[src/rtl/dsn_pkg.sv]
`timescale 1ns/1ps
package dsn_pkg;
   typedef enum logic [2:0] {
      XF_SEQ  = 3'd0,
      XF_IBR  = 3'd1,
      XF_FBR  = 3'd2,
      XF_CALL = 3'd3,
      XF_JMPL = 3'd4,
      XF_TRAP = 3'd5
   } xfer_e;

   localparam int          COND_W      = 4;
   localparam int          COND_N      = 1 << COND_W;
   localparam int          COND_HALF   = COND_N / 2;
   localparam logic [3:0]  COND_NEVER  = 4'd0;
   localparam logic [3:0]  COND_ALWAYS = 4'd8;
endpackage

[src/rtl/dsn_cond_eval.sv]
`timescale 1ns/1ps
module dsn_cond_eval
   import dsn_pkg::*;
(
   input  logic [COND_W-1:0] cond_i,
   input  logic [3:0]        icc_i,
   input  logic [1:0]        fcc_i,
   output logic              int_true_o,
   output logic              flt_true_o
);
   logic fl_n, fl_z, fl_v, fl_c;
   logic fc_e, fc_l, fc_g, fc_u;
   logic [COND_HALF-1:0] int_base, flt_base;
   logic [COND_N-1:0]    int_tbl, flt_tbl;

   assign {fl_n, fl_z, fl_v, fl_c} = icc_i;
   assign fc_e = (fcc_i == 2'd0);
   assign fc_l = (fcc_i == 2'd1);
   assign fc_g = (fcc_i == 2'd2);
   assign fc_u = (fcc_i == 2'd3);

   assign int_base = {fl_v, fl_n, fl_c, fl_c | fl_z, fl_n ^ fl_v,
                      fl_z | (fl_n ^ fl_v), fl_z, 1'b0};
   assign flt_base = {fc_u, fc_g, fc_g | fc_u, fc_l, fc_l | fc_u,
                      fc_l | fc_g, fc_l | fc_g | fc_u, 1'b0};

   // upper half of the code space is the complement of the lower half
   for (genvar g = 0; g < COND_N; g++) begin : g_code
      if (g < COND_HALF) begin : g_lo
         assign int_tbl[g] = int_base[g];
         assign flt_tbl[g] = flt_base[g];
      end else begin : g_hi
         assign int_tbl[g] = ~int_base[g-COND_HALF];
         assign flt_tbl[g] = ~flt_base[g-COND_HALF];
      end
   end

   assign int_true_o = int_tbl[cond_i];
   assign flt_true_o = flt_tbl[cond_i];
endmodule

[src/rtl/dsn_target_gen.sv]
`timescale 1ns/1ps
module dsn_target_gen #(
   parameter int ADDR_W = 32
) (
   input  logic [ADDR_W-1:0] pc_i,
   input  logic [ADDR_W-1:0] npc_i,
   input  logic [21:0]       disp22_i,
   input  logic [29:0]       disp30_i,
   output logic [ADDR_W-1:0] br_tgt_o,
   output logic [ADDR_W-1:0] call_tgt_o,
   output logic [ADDR_W-1:0] seq_o,
   output logic [ADDR_W-1:0] skip_o
);
   localparam logic [ADDR_W-1:0] WORD  = ADDR_W'(4);
   localparam logic [ADDR_W-1:0] DWORD = ADDR_W'(8);

   if (ADDR_W < 8 || ADDR_W > 64) begin : g_bad_w
      $error("dsn_target_gen: ADDR_W must lie in 8..64");
   end

   assign br_tgt_o   = pc_i + ADDR_W'($signed({disp22_i, 2'b00}));
   assign call_tgt_o = pc_i + ADDR_W'({disp30_i, 2'b00});
   assign seq_o      = npc_i + WORD;
   assign skip_o     = npc_i + DWORD;
endmodule

[src/rtl/dsn_npc_seq.sv]
`timescale 1ns/1ps
module dsn_npc_seq
   import dsn_pkg::*;
#(
   parameter int                 ADDR_W   = 32,
   parameter logic [ADDR_W-1:0]  RESET_PC = '0
) (
   input  logic              clk,
   input  logic              rst_n,
   input  logic              step_i,
   input  xfer_e             xfer_i,
   input  logic [COND_W-1:0] cond_i,
   input  logic              annul_i,
   input  logic              int_true_i,
   input  logic              flt_true_i,
   input  logic [ADDR_W-1:0] br_tgt_i,
   input  logic [ADDR_W-1:0] call_tgt_i,
   input  logic [ADDR_W-1:0] jmp_tgt_i,
   input  logic [ADDR_W-1:0] seq_i,
   input  logic [ADDR_W-1:0] skip_i,
   output logic [ADDR_W-1:0] pc_o,
   output logic [ADDR_W-1:0] npc_o,
   output logic              annul_o
);
   localparam logic [ADDR_W-1:0] RESET_NPC = RESET_PC + ADDR_W'(4);

   logic [ADDR_W-1:0] pc_q, npc_q, pc_d, npc_d;
   logic              ann_q, ann_d;
   logic              br_true;

   assign br_true = (xfer_i == XF_IBR) ? int_true_i : flt_true_i;

   always_comb begin
      pc_d  = pc_q;
      npc_d = npc_q;
      ann_d = ann_q;
      if (step_i) begin
         pc_d  = npc_q;
         npc_d = seq_i;
         ann_d = 1'b0;
         if (!ann_q) begin
            case (xfer_i)
               XF_IBR, XF_FBR: begin
                  if (annul_i && cond_i == COND_NEVER) begin
                     pc_d  = seq_i;
                     npc_d = skip_i;
                  end else if (br_true) begin
                     npc_d = br_tgt_i;
                     ann_d = annul_i && (cond_i == COND_ALWAYS);
                  end else begin
                     ann_d = annul_i;
                  end
               end
               XF_CALL: npc_d = call_tgt_i;
               XF_JMPL: npc_d = jmp_tgt_i;
               default: ;
            endcase
         end
      end
   end

   always_ff @(posedge clk) begin
      if (!rst_n) begin
         pc_q  <= RESET_PC;
         npc_q <= RESET_NPC;
         ann_q <= 1'b0;
      end else begin
         pc_q  <= pc_d;
         npc_q <= npc_d;
         ann_q <= ann_d;
      end
   end

   assign pc_o    = pc_q;
   assign npc_o   = npc_q;
   assign annul_o = ann_q;
endmodule

[src/rtl/dlyslot_npc_unit.sv]
`timescale 1ns/1ps
module dlyslot_npc_unit
   import dsn_pkg::*;
#(
   parameter int                 ADDR_W    = 32,
   parameter int                 REG_IDX_W = 5,
   parameter int                 LINK_REG  = 15,
   parameter logic [ADDR_W-1:0]  RESET_PC  = '0
) (
   input  logic                 clk,
   input  logic                 rst_n,
   input  logic                 step_i,
   input  logic [2:0]           xfer_i,
   input  logic [3:0]           cond_i,
   input  logic                 annul_i,
   input  logic [21:0]          disp22_i,
   input  logic [29:0]          disp30_i,
   input  logic [ADDR_W-1:0]    jmp_tgt_i,
   input  logic [REG_IDX_W-1:0] rd_i,
   input  logic [3:0]           icc_i,
   input  logic [1:0]           fcc_i,
   output logic [ADDR_W-1:0]    pc_o,
   output logic [ADDR_W-1:0]    npc_o,
   output logic                 annul_o,
   output logic                 link_we_o,
   output logic [REG_IDX_W-1:0] link_idx_o,
   output logic [ADDR_W-1:0]    link_val_o,
   output logic                 trap_req_o
);
   localparam logic [REG_IDX_W-1:0] LINK_IDX = REG_IDX_W'(LINK_REG);

   if (LINK_REG < 0 || LINK_REG >= (1 << REG_IDX_W)) begin : g_bad_link
      $error("dlyslot_npc_unit: LINK_REG does not fit REG_IDX_W");
   end

   xfer_e             xfer;
   logic              int_true, flt_true, live;
   logic [ADDR_W-1:0] br_tgt, call_tgt, seq_nxt, skip_nxt;

   assign xfer = xfer_e'(xfer_i);
   assign live = step_i && !annul_o;

   dsn_cond_eval u_cond (
      .cond_i     (cond_i),
      .icc_i      (icc_i),
      .fcc_i      (fcc_i),
      .int_true_o (int_true),
      .flt_true_o (flt_true)
   );

   dsn_target_gen #(.ADDR_W(ADDR_W)) u_tgt (
      .pc_i       (pc_o),
      .npc_i      (npc_o),
      .disp22_i   (disp22_i),
      .disp30_i   (disp30_i),
      .br_tgt_o   (br_tgt),
      .call_tgt_o (call_tgt),
      .seq_o      (seq_nxt),
      .skip_o     (skip_nxt)
   );

   dsn_npc_seq #(.ADDR_W(ADDR_W), .RESET_PC(RESET_PC)) u_seq (
      .clk        (clk),
      .rst_n      (rst_n),
      .step_i     (step_i),
      .xfer_i     (xfer),
      .cond_i     (cond_i),
      .annul_i    (annul_i),
      .int_true_i (int_true),
      .flt_true_i (flt_true),
      .br_tgt_i   (br_tgt),
      .call_tgt_i (call_tgt),
      .jmp_tgt_i  (jmp_tgt_i),
      .seq_i      (seq_nxt),
      .skip_i     (skip_nxt),
      .pc_o       (pc_o),
      .npc_o      (npc_o),
      .annul_o    (annul_o)
   );

   assign link_we_o  = live && (xfer == XF_CALL || xfer == XF_JMPL);
   assign link_idx_o = (xfer == XF_CALL) ? LINK_IDX : rd_i;
   assign link_val_o = pc_o;
   assign trap_req_o = live && (xfer == XF_TRAP) && int_true;
endmodule

[config.mk]
export PLATFORM = sky130hd
export DESIGN_NAME = dlyslot_npc_unit
export DESIGN_NICKNAME = d
export VERILOG_FILES = /design/src/rtl/dsn_pkg.sv /design/src/rtl/dsn_cond_eval.sv /design/src/rtl/dsn_target_gen.sv /design/src/rtl/dsn_npc_seq.sv /design/src/rtl/dlyslot_npc_unit.sv
export SDC_FILE = /design/constraint.sdc
export NUM_CORES = 1
export LEC_CHECK = 0
export BUFFER_PORTS_ARGS = -buffer_cell sky130_fd_sc_hd__buf_2
export CORE_MARGIN = 1.5
export CORE_UTILIZATION = 45
export CTS_BUF_LIST = sky130_fd_sc_hd__clkbuf_8
export DETAILED_ROUTE_END_ITERATION = 8
export GPL_TIMING_DRIVEN = 0
export PLACE_DENSITY = 0.69
export SLEW_MARGIN = 25
export SYNTH_ARGS = -nofsm -noshare
export SYNTH_HDL_FRONTEND = slang
export SYNTH_SLANG_ARGS = --single-unit
[constraint.sdc]
create_clock -name clk -period 5.2 [get_ports clk]
set_clock_uncertainty 0.15 [all_clocks]
set_input_delay 1.04 -clock clk [delete_from_list [all_inputs] [get_ports clk]]
set_output_delay 1.04 -clock clk [all_outputs]
set_load 0.02 [all_outputs]
# --- Yosys cells after proc, flatten, opt, wreduce, memory -nomap -nowiden ---
# Index checks and enable logic that the tools add are counted.
word_totals:
  output_inout_bits: 104
  ff_bits: 65
  mem_count: 0
  latch_bits: 0
  ram_bits: 0
  rom_bits: 0
op_classes:
  n_shift: 0
  eq_ne: 9
  n_addsub: 4
  mux: 17
  order_cmp: 1
  multipliers: 0
  n_reduce_logical: 10
  bitwise_logic: 21
  div: 0
op_table:
  columns: ["op", "count"]
  rows:
  - ["32-bit 2-to-1 mux", 6]
  - ["32-bit case mux with 3 select lines", 1]
  - ["32-bit adder", 2]
  - ["32-bit by 3-bit adder with 32-bit output (second input constant)", 1]
  - ["32-bit by 4-bit adder with 32-bit output (second input constant)", 1]
  - ["1-bit NOT", 14]
  - ["1-bit binary-select mux with 4-bit select", 2]
  - ["1-bit 2-to-1 mux", 7]
  - ["3-bit by 2-bit == test with 1-bit output (second input constant)", 2]
  - ["3-bit == test (second input constant)", 2]
  - ["1-bit logical AND", 6]
  - ["1-bit OR", 6]
  - ["4-bit by 5-bit less-than comparator with 1-bit output (second input constant)", 1]
  - ["5-bit 2-to-1 mux", 1]
  - ["2-bit == test (second input constant)", 2]
  - ["4-bit == test (second input constant)", 1]
  - ["4-bit logical NOT", 1]
  - ["3-bit by 1-bit == test with 1-bit output (second input constant)", 1]
  - ["2-bit by 1-bit == test with 1-bit output (second input constant)", 1]
  - ["2-bit OR reduction", 1]
  - ["1-bit logical NOT", 1]
  - ["1-bit logical OR", 1]
  - ["1-bit bitwise XOR", 1]

# --- Logic depth before layout (Yosys ltp) ---
depth:
  ltp_word: 11
  depth_mapped: 12
  depth_no_buf: 12

# --- Cells and area by module ---
# Synthesis repeated with hierarchy kept, for this count alone.
hier_totals:
  hier_cells: 1379
  area_unflattened_um2: 9850.7
modules_own_cells:
  columns: ["mod", "n_inst", "cells_per_inst", "seq_area_each_um2", "area_per_inst_um2"]
  rows:
  - ["dsn_npc_seq", 1, 623, 1301.2, 4658.2]
  - ["dsn_target_gen", 1, 673, 0.0, 4558.1]
  - ["dsn_cond_eval", 1, 40, 0.0, 319.1]
  - ["dlyslot_npc_unit", 1, 43, 0.0, 315.3]

# --- Least setup slack after synthesis ---
# OpenSTA, ideal clock, no wires.
synth_timing:
  path_kind: "input to output"
  start: "input cond_i[0]"
  end: "output trap_req_o"
  cell_stages: 6
  t_arrival_ps: 2658
  required_time_ps: 4010
  path_buffers: 1
  setup_slack_ps: 1352
  path_cell_list: "buf_2 xor2_1 a221oi_2 a31oi_1 xnor2_1 nor4b_1"
synth_via:
  elab_chain_len: 3
synth_rtl:
  columns: ["item", "line", "text"]
  rows:
  - ["start: declaration", "dlyslot_npc_unit.sv:14", "input logic [3:0] cond_i,"]
  - ["1-bit binary-select mux with 4-bit select", "dsn_cond_eval.sv:38", "assign int_true_o = int_tbl[cond_i];"]
  - ["1-bit 2-to-1 mux (implied by the code)", "dsn_cond_eval.sv:38", null]
  - ["1-bit logical AND", "dlyslot_npc_unit.sv:84", "assign trap_req_o = live && (xfer == XF_TRAP) && int_true;"]
  - ["end: declaration", "dlyslot_npc_unit.sv:28", "output logic trap_req_o"]
# No other way between the ends. The select of a mux whose other input is x is not followed.

# --- Worst setup path after layout ---
layout_timing:
  start: "input disp22_i[0]"
  end: "register u_seq.npc_q[30], in the netlist u_seq.npc_o[30]"
layout_via:
  elab_chain_len: 5
layout_rtl:
  columns: ["item", "line", "text"]
  rows:
  - ["start: declaration", "dlyslot_npc_unit.sv:16", "input logic [21:0] disp22_i,"]
  - ["32-bit adder", "dsn_target_gen.sv:21", "assign br_tgt_o = pc_i + ADDR_W'($signed({disp22_i, 2'b00}));"]
  - ["32-bit 2-to-1 mux", "dsn_npc_seq.sv:47", "end else if (br_true) begin"]
  - ["32-bit 2-to-1 mux", "dsn_npc_seq.sv:44", "if (annul_i && cond_i == COND_NEVER) begin"]
  - ["32-bit case mux with 3 select lines", "dsn_npc_seq.sv:42", "case (xfer_i)"]
  - ["32-bit 2-to-1 mux", "dsn_npc_seq.sv:41", "if (!ann_q) begin"]
  - ["end signal: assignment", "dsn_npc_seq.sv:69", "npc_q <= npc_d;"]
  - ["end: declaration", "dsn_npc_seq.sv:27", "logic [ADDR_W-1:0] pc_q, npc_q, pc_d, npc_d;"]
# No other way between the ends.
# A chain may end at the register's enable or synchronous reset.

==> impl_results.md <==
* Status: completed
* Cell count after placement at approximately 1600
* Synthesized flop and latch total at 65
* Layout Nets at 1558
* Class of the worst hold path: flip-flop to flip-flop
* Standby leakage power at 4.47 nW
* Average wire per standard cell at ~23 µm
* Average size of a mapped cell at between 7 and 8 µm²
* TritonCTS clock tree: done
* Remaining number of nets flagged by the antenna check after routing at 0
* Number of antenna violations at the first check in global routing at 1
* # clock sinks at 65
* Max-capacitance violation count at 0
* Non-filler cells in the finished layout at about 1600
* Avg Vias per Cell at about 6.3
* Floorplan core area at roughly 19000 µm²
* Share of synthesized registers carrying an async set or reset at 0%
* X dimension of the die at 141 µm
* Worst-case setup slack after placement at between 500 and 600 ps
* Via count of the first global-routing pass at a little over 9000
* Height of the die at ~140 µm
* Buffer levels on the longest clock path at 2
* Maximum clock frequency at between 0.2 and 0.25 GHz
* Setup violators final at 0
* Cts-stage hold buffer count at 0
* Final count of pins violating max slew at 0
* Synthesized area at 8540 µm²
* Number of top-level design ports at between 200 and 250
* Post-synth EDFFs at 0
* Die area at 19800 µm²
* Final Hold Fails at 0
* TNS Setup at 0 ps
* Final setup margin at ~810 ps
* Area Overhead vs Synth at 17.5%
* First drt pass iteration count at 6
* GP Congestion at just over 1
* Starting utilization of the core area at between 40% and 50%
* Power per unit of standard cell area at 197 nW/µm²
* Slew HR at ~29%
* Total via count in the routed design at a little over 10000
* Number of rows in the core area at 50
* Overall routing resource usage at between 30% and 40%
* Period Utilization, post-route at between 80% and 90%
* Most frequently used flop master after synthesis: sky130_fd_sc_hd__dfxtp_1
* Worst vdd rail ir drop at roughly 120 µV
* Crit path capture type: flip-flop
* Port Buffers at between 200 and 250
* RSZ-0062 raised after global routing: false
* Final cell utilization of the core at 53.8%
* Required time at the worst-slack endpoint at 5320 ps
* Worst-path maximum fanout at 4
* Fraction of layout cells with a size suffix above 1 at a little over a fifth
* Post-synthesis net count at 1342
* Total congestion overflow after global routing at 0
* Most heavily used metal layer in global routing: met2
* First-pass GRT wire length at ~55000 µm
* Crit path arrival time at roughly 4500 ps
* Clock buffer count from CTS at 9
* Count of mapped cells out of synthesis at approximately 1200
* Post-layout minimum cycle time at about 4400 ps
* Global routing met3 resource utilization at 7.95%
* Worst skew pair latency at 390 ps
* Count of warnings emitted by yosys at 0
* Number of distinct standard cells referenced by the synthesized netlist at 86
* ANT cells at 0
* Clock root buffer: sky130_fd_sc_hd__clkbuf_8
* Worst slew pin tran at around 1100 ps
* Worst Reg2Reg Path Length in Cells at 12
* Number of DRC violations after detailed routing at 0
* Number of cells upsized or downsized after cts at 0
* Cell count of the worst hold path at 2
* Total detailed-routing wirelength at approximately 38000 µm
* CTS clock-pin slew for the worst setup and hold paths at around 80 ps
* Post-CTS Setup Bufs at 0
* Sequential cell area fraction in the yosys report at ~15%
* GR Util met2 at a little under three fifths
* Largest net degree at the start of global routing at 11
* Worst setup path category: input pin to flip-flop
* Met1 Usage GRT at between 50 and 60%
* DRT iter0 DRCs at around 1100
* Startpoint type of the worst setup path: input pin
* Final HPWL DP at 29000 µm
* Level count of the clock H-tree at 3
[worst max-delay path: stages]
cell,delay (ps)
sky130_fd_sc_hd__buf_2,80
sky130_fd_sc_hd__ha_1,190
sky130_fd_sc_hd__inv_1,70
sky130_fd_sc_hd__fa_1,390
sky130_fd_sc_hd__nand2b_1,220
sky130_fd_sc_hd__a211o_1,360
sky130_fd_sc_hd__a311o_1,380
sky130_fd_sc_hd__or3_1,450
sky130_fd_sc_hd__a211oi_1,550
sky130_fd_sc_hd__o21ai_0,200
sky130_fd_sc_hd__xor2_1,220
sky130_fd_sc_hd__a21oi_1,90
sky130_fd_sc_hd__a221o_1,280
[path summary, 6_finish.rpt]
| path | startpoint | endpoint | slack (ps) |
|---|---|---|---|
| worst max register to register | u_seq.pc_o[2] | u_seq.npc_o[30] | 1080 |
| worst max-delay path | disp22_i[0] | u_seq.npc_o[30] | 810 |
| worst min register to register | u_seq.npc_o[0] | u_seq.npc_o[0] | 380 |
| worst min-delay path | u_seq.npc_o[0] | u_seq.npc_o[0] | 380 |
[registers in the layout, indices dropped and copies added (netlist names)]
name / flops
u_seq.annul_o: 1
u_seq.npc_o: 32
u_seq.pc_o: 32
[layout by cell type, fill, tap and decap left out, drive strengths merged, types with 7 or more instances in the layout]
cell and instances:
nor2b 12, or2 8, o21ai 90, a221oi 24
nand4 18, o221ai 9, a211oi 38, xnor2 59
dfxtp 65, o211ai 9, nor3 23, inv 22
nor2 96, ha 64, nand3 41, mux2i 8
o21a 7, a21o 37, a22oi 13, nand2 115
and3 12, nand2b 20, a311oi 15, buf 267
o21bai 8, clkbuf 59, xor2 49, a21oi 79
a31oi 17, or3 20
[layer usage]
layer | vias to the layer above | share of wire, %
met2 | 608 | 42
met1 | 4766 | 44
met5 | - | 0
met4 | 0 | 3.7
met3 | 92 | 10
li1 | 4781 | -
[through the flow]
| stage | cell area [µm²] | hold WS, ps | power, mW |
|---|---|---|---|
| 2_1_floorplan | 8540 | 432 | 1.21 |
| 3_3_place_gp | 9860 | 358 | 1.53 |
| 3_5_place_dp | 9860 | 369 | 1.53 |
| 4_1_cts | 10000 | 387 | 1.94 |
| 5_1_grt | 10000 | 415 | 2.06 |
| 6_report | 10000 | 385 | 1.97 |
[cells by family after synthesis]
family                     after synthesis  share of synthesized area (%)
xor gates and xnor gates               108                           11.1
and+or+nand+nor                        397                           23.5
adders and majority gates               66                           9.84
AOI/OAI and AO/OA                      395                           31.6
buffers and inverters                  131                           7.75
DFF                                     65                           15.2
muxes                                    8                          0.938
[layout make-up]
cell class,instances,area [µm²]
Inverter,21,78.8
Fill cell,1917,8610
Sequential cell,65,1300
Buffer,110,583
Timing Repair Buffer,205,1030
Clock buffer,11,151
Tap cell,234,293
Multi-Input combinational cell,974,6580
Clock inverter,5,22.5
[synthesized netlist by cell type, types with 9 or more instances]
cell	count	area, µm²
sky130_fd_sc_hd__and3_1	12	75.1
sky130_fd_sc_hd__nor2b_1	11	68.8
sky130_fd_sc_hd__a21oi_1	78	390
sky130_fd_sc_hd__nor2_1	96	360
sky130_fd_sc_hd__a21o_1	37	278
sky130_fd_sc_hd__clkbuf_1	48	180
sky130_fd_sc_hd__xor2_1	49	429
sky130_fd_sc_hd__nand3_1	40	200
sky130_fd_sc_hd__a22oi_1	13	97.6
sky130_fd_sc_hd__inv_1	20	75.1
sky130_fd_sc_hd__nand4_1	18	113
sky130_fd_sc_hd__a211oi_1	37	278
sky130_fd_sc_hd__o21ai_1	9	45.0
sky130_fd_sc_hd__dfxtp_1	65	1300
sky130_fd_sc_hd__o221ai_1	9	78.8
sky130_fd_sc_hd__a221oi_1	21	184
sky130_fd_sc_hd__buf_2	22	110
sky130_fd_sc_hd__or3_1	20	125
sky130_fd_sc_hd__a311oi_1	14	123
sky130_fd_sc_hd__ha_1	64	801
sky130_fd_sc_hd__o21ai_0	81	405
sky130_fd_sc_hd__a31oi_1	16	100
sky130_fd_sc_hd__nand2b_1	19	119
sky130_fd_sc_hd__nor3_1	21	105
sky130_fd_sc_hd__nand2_1	114	428
sky130_fd_sc_hd__buf_4	36	270
sky130_fd_sc_hd__xnor2_1	59	517
[power breakdown]
group	internal [mW]	switching, mW	total [mW]
registers	0.533	0.0472	0.580
clock network	0.193	0.229	0.423
logic	0.356	0.615	0.971
Power figures use the tool's default switching activity.
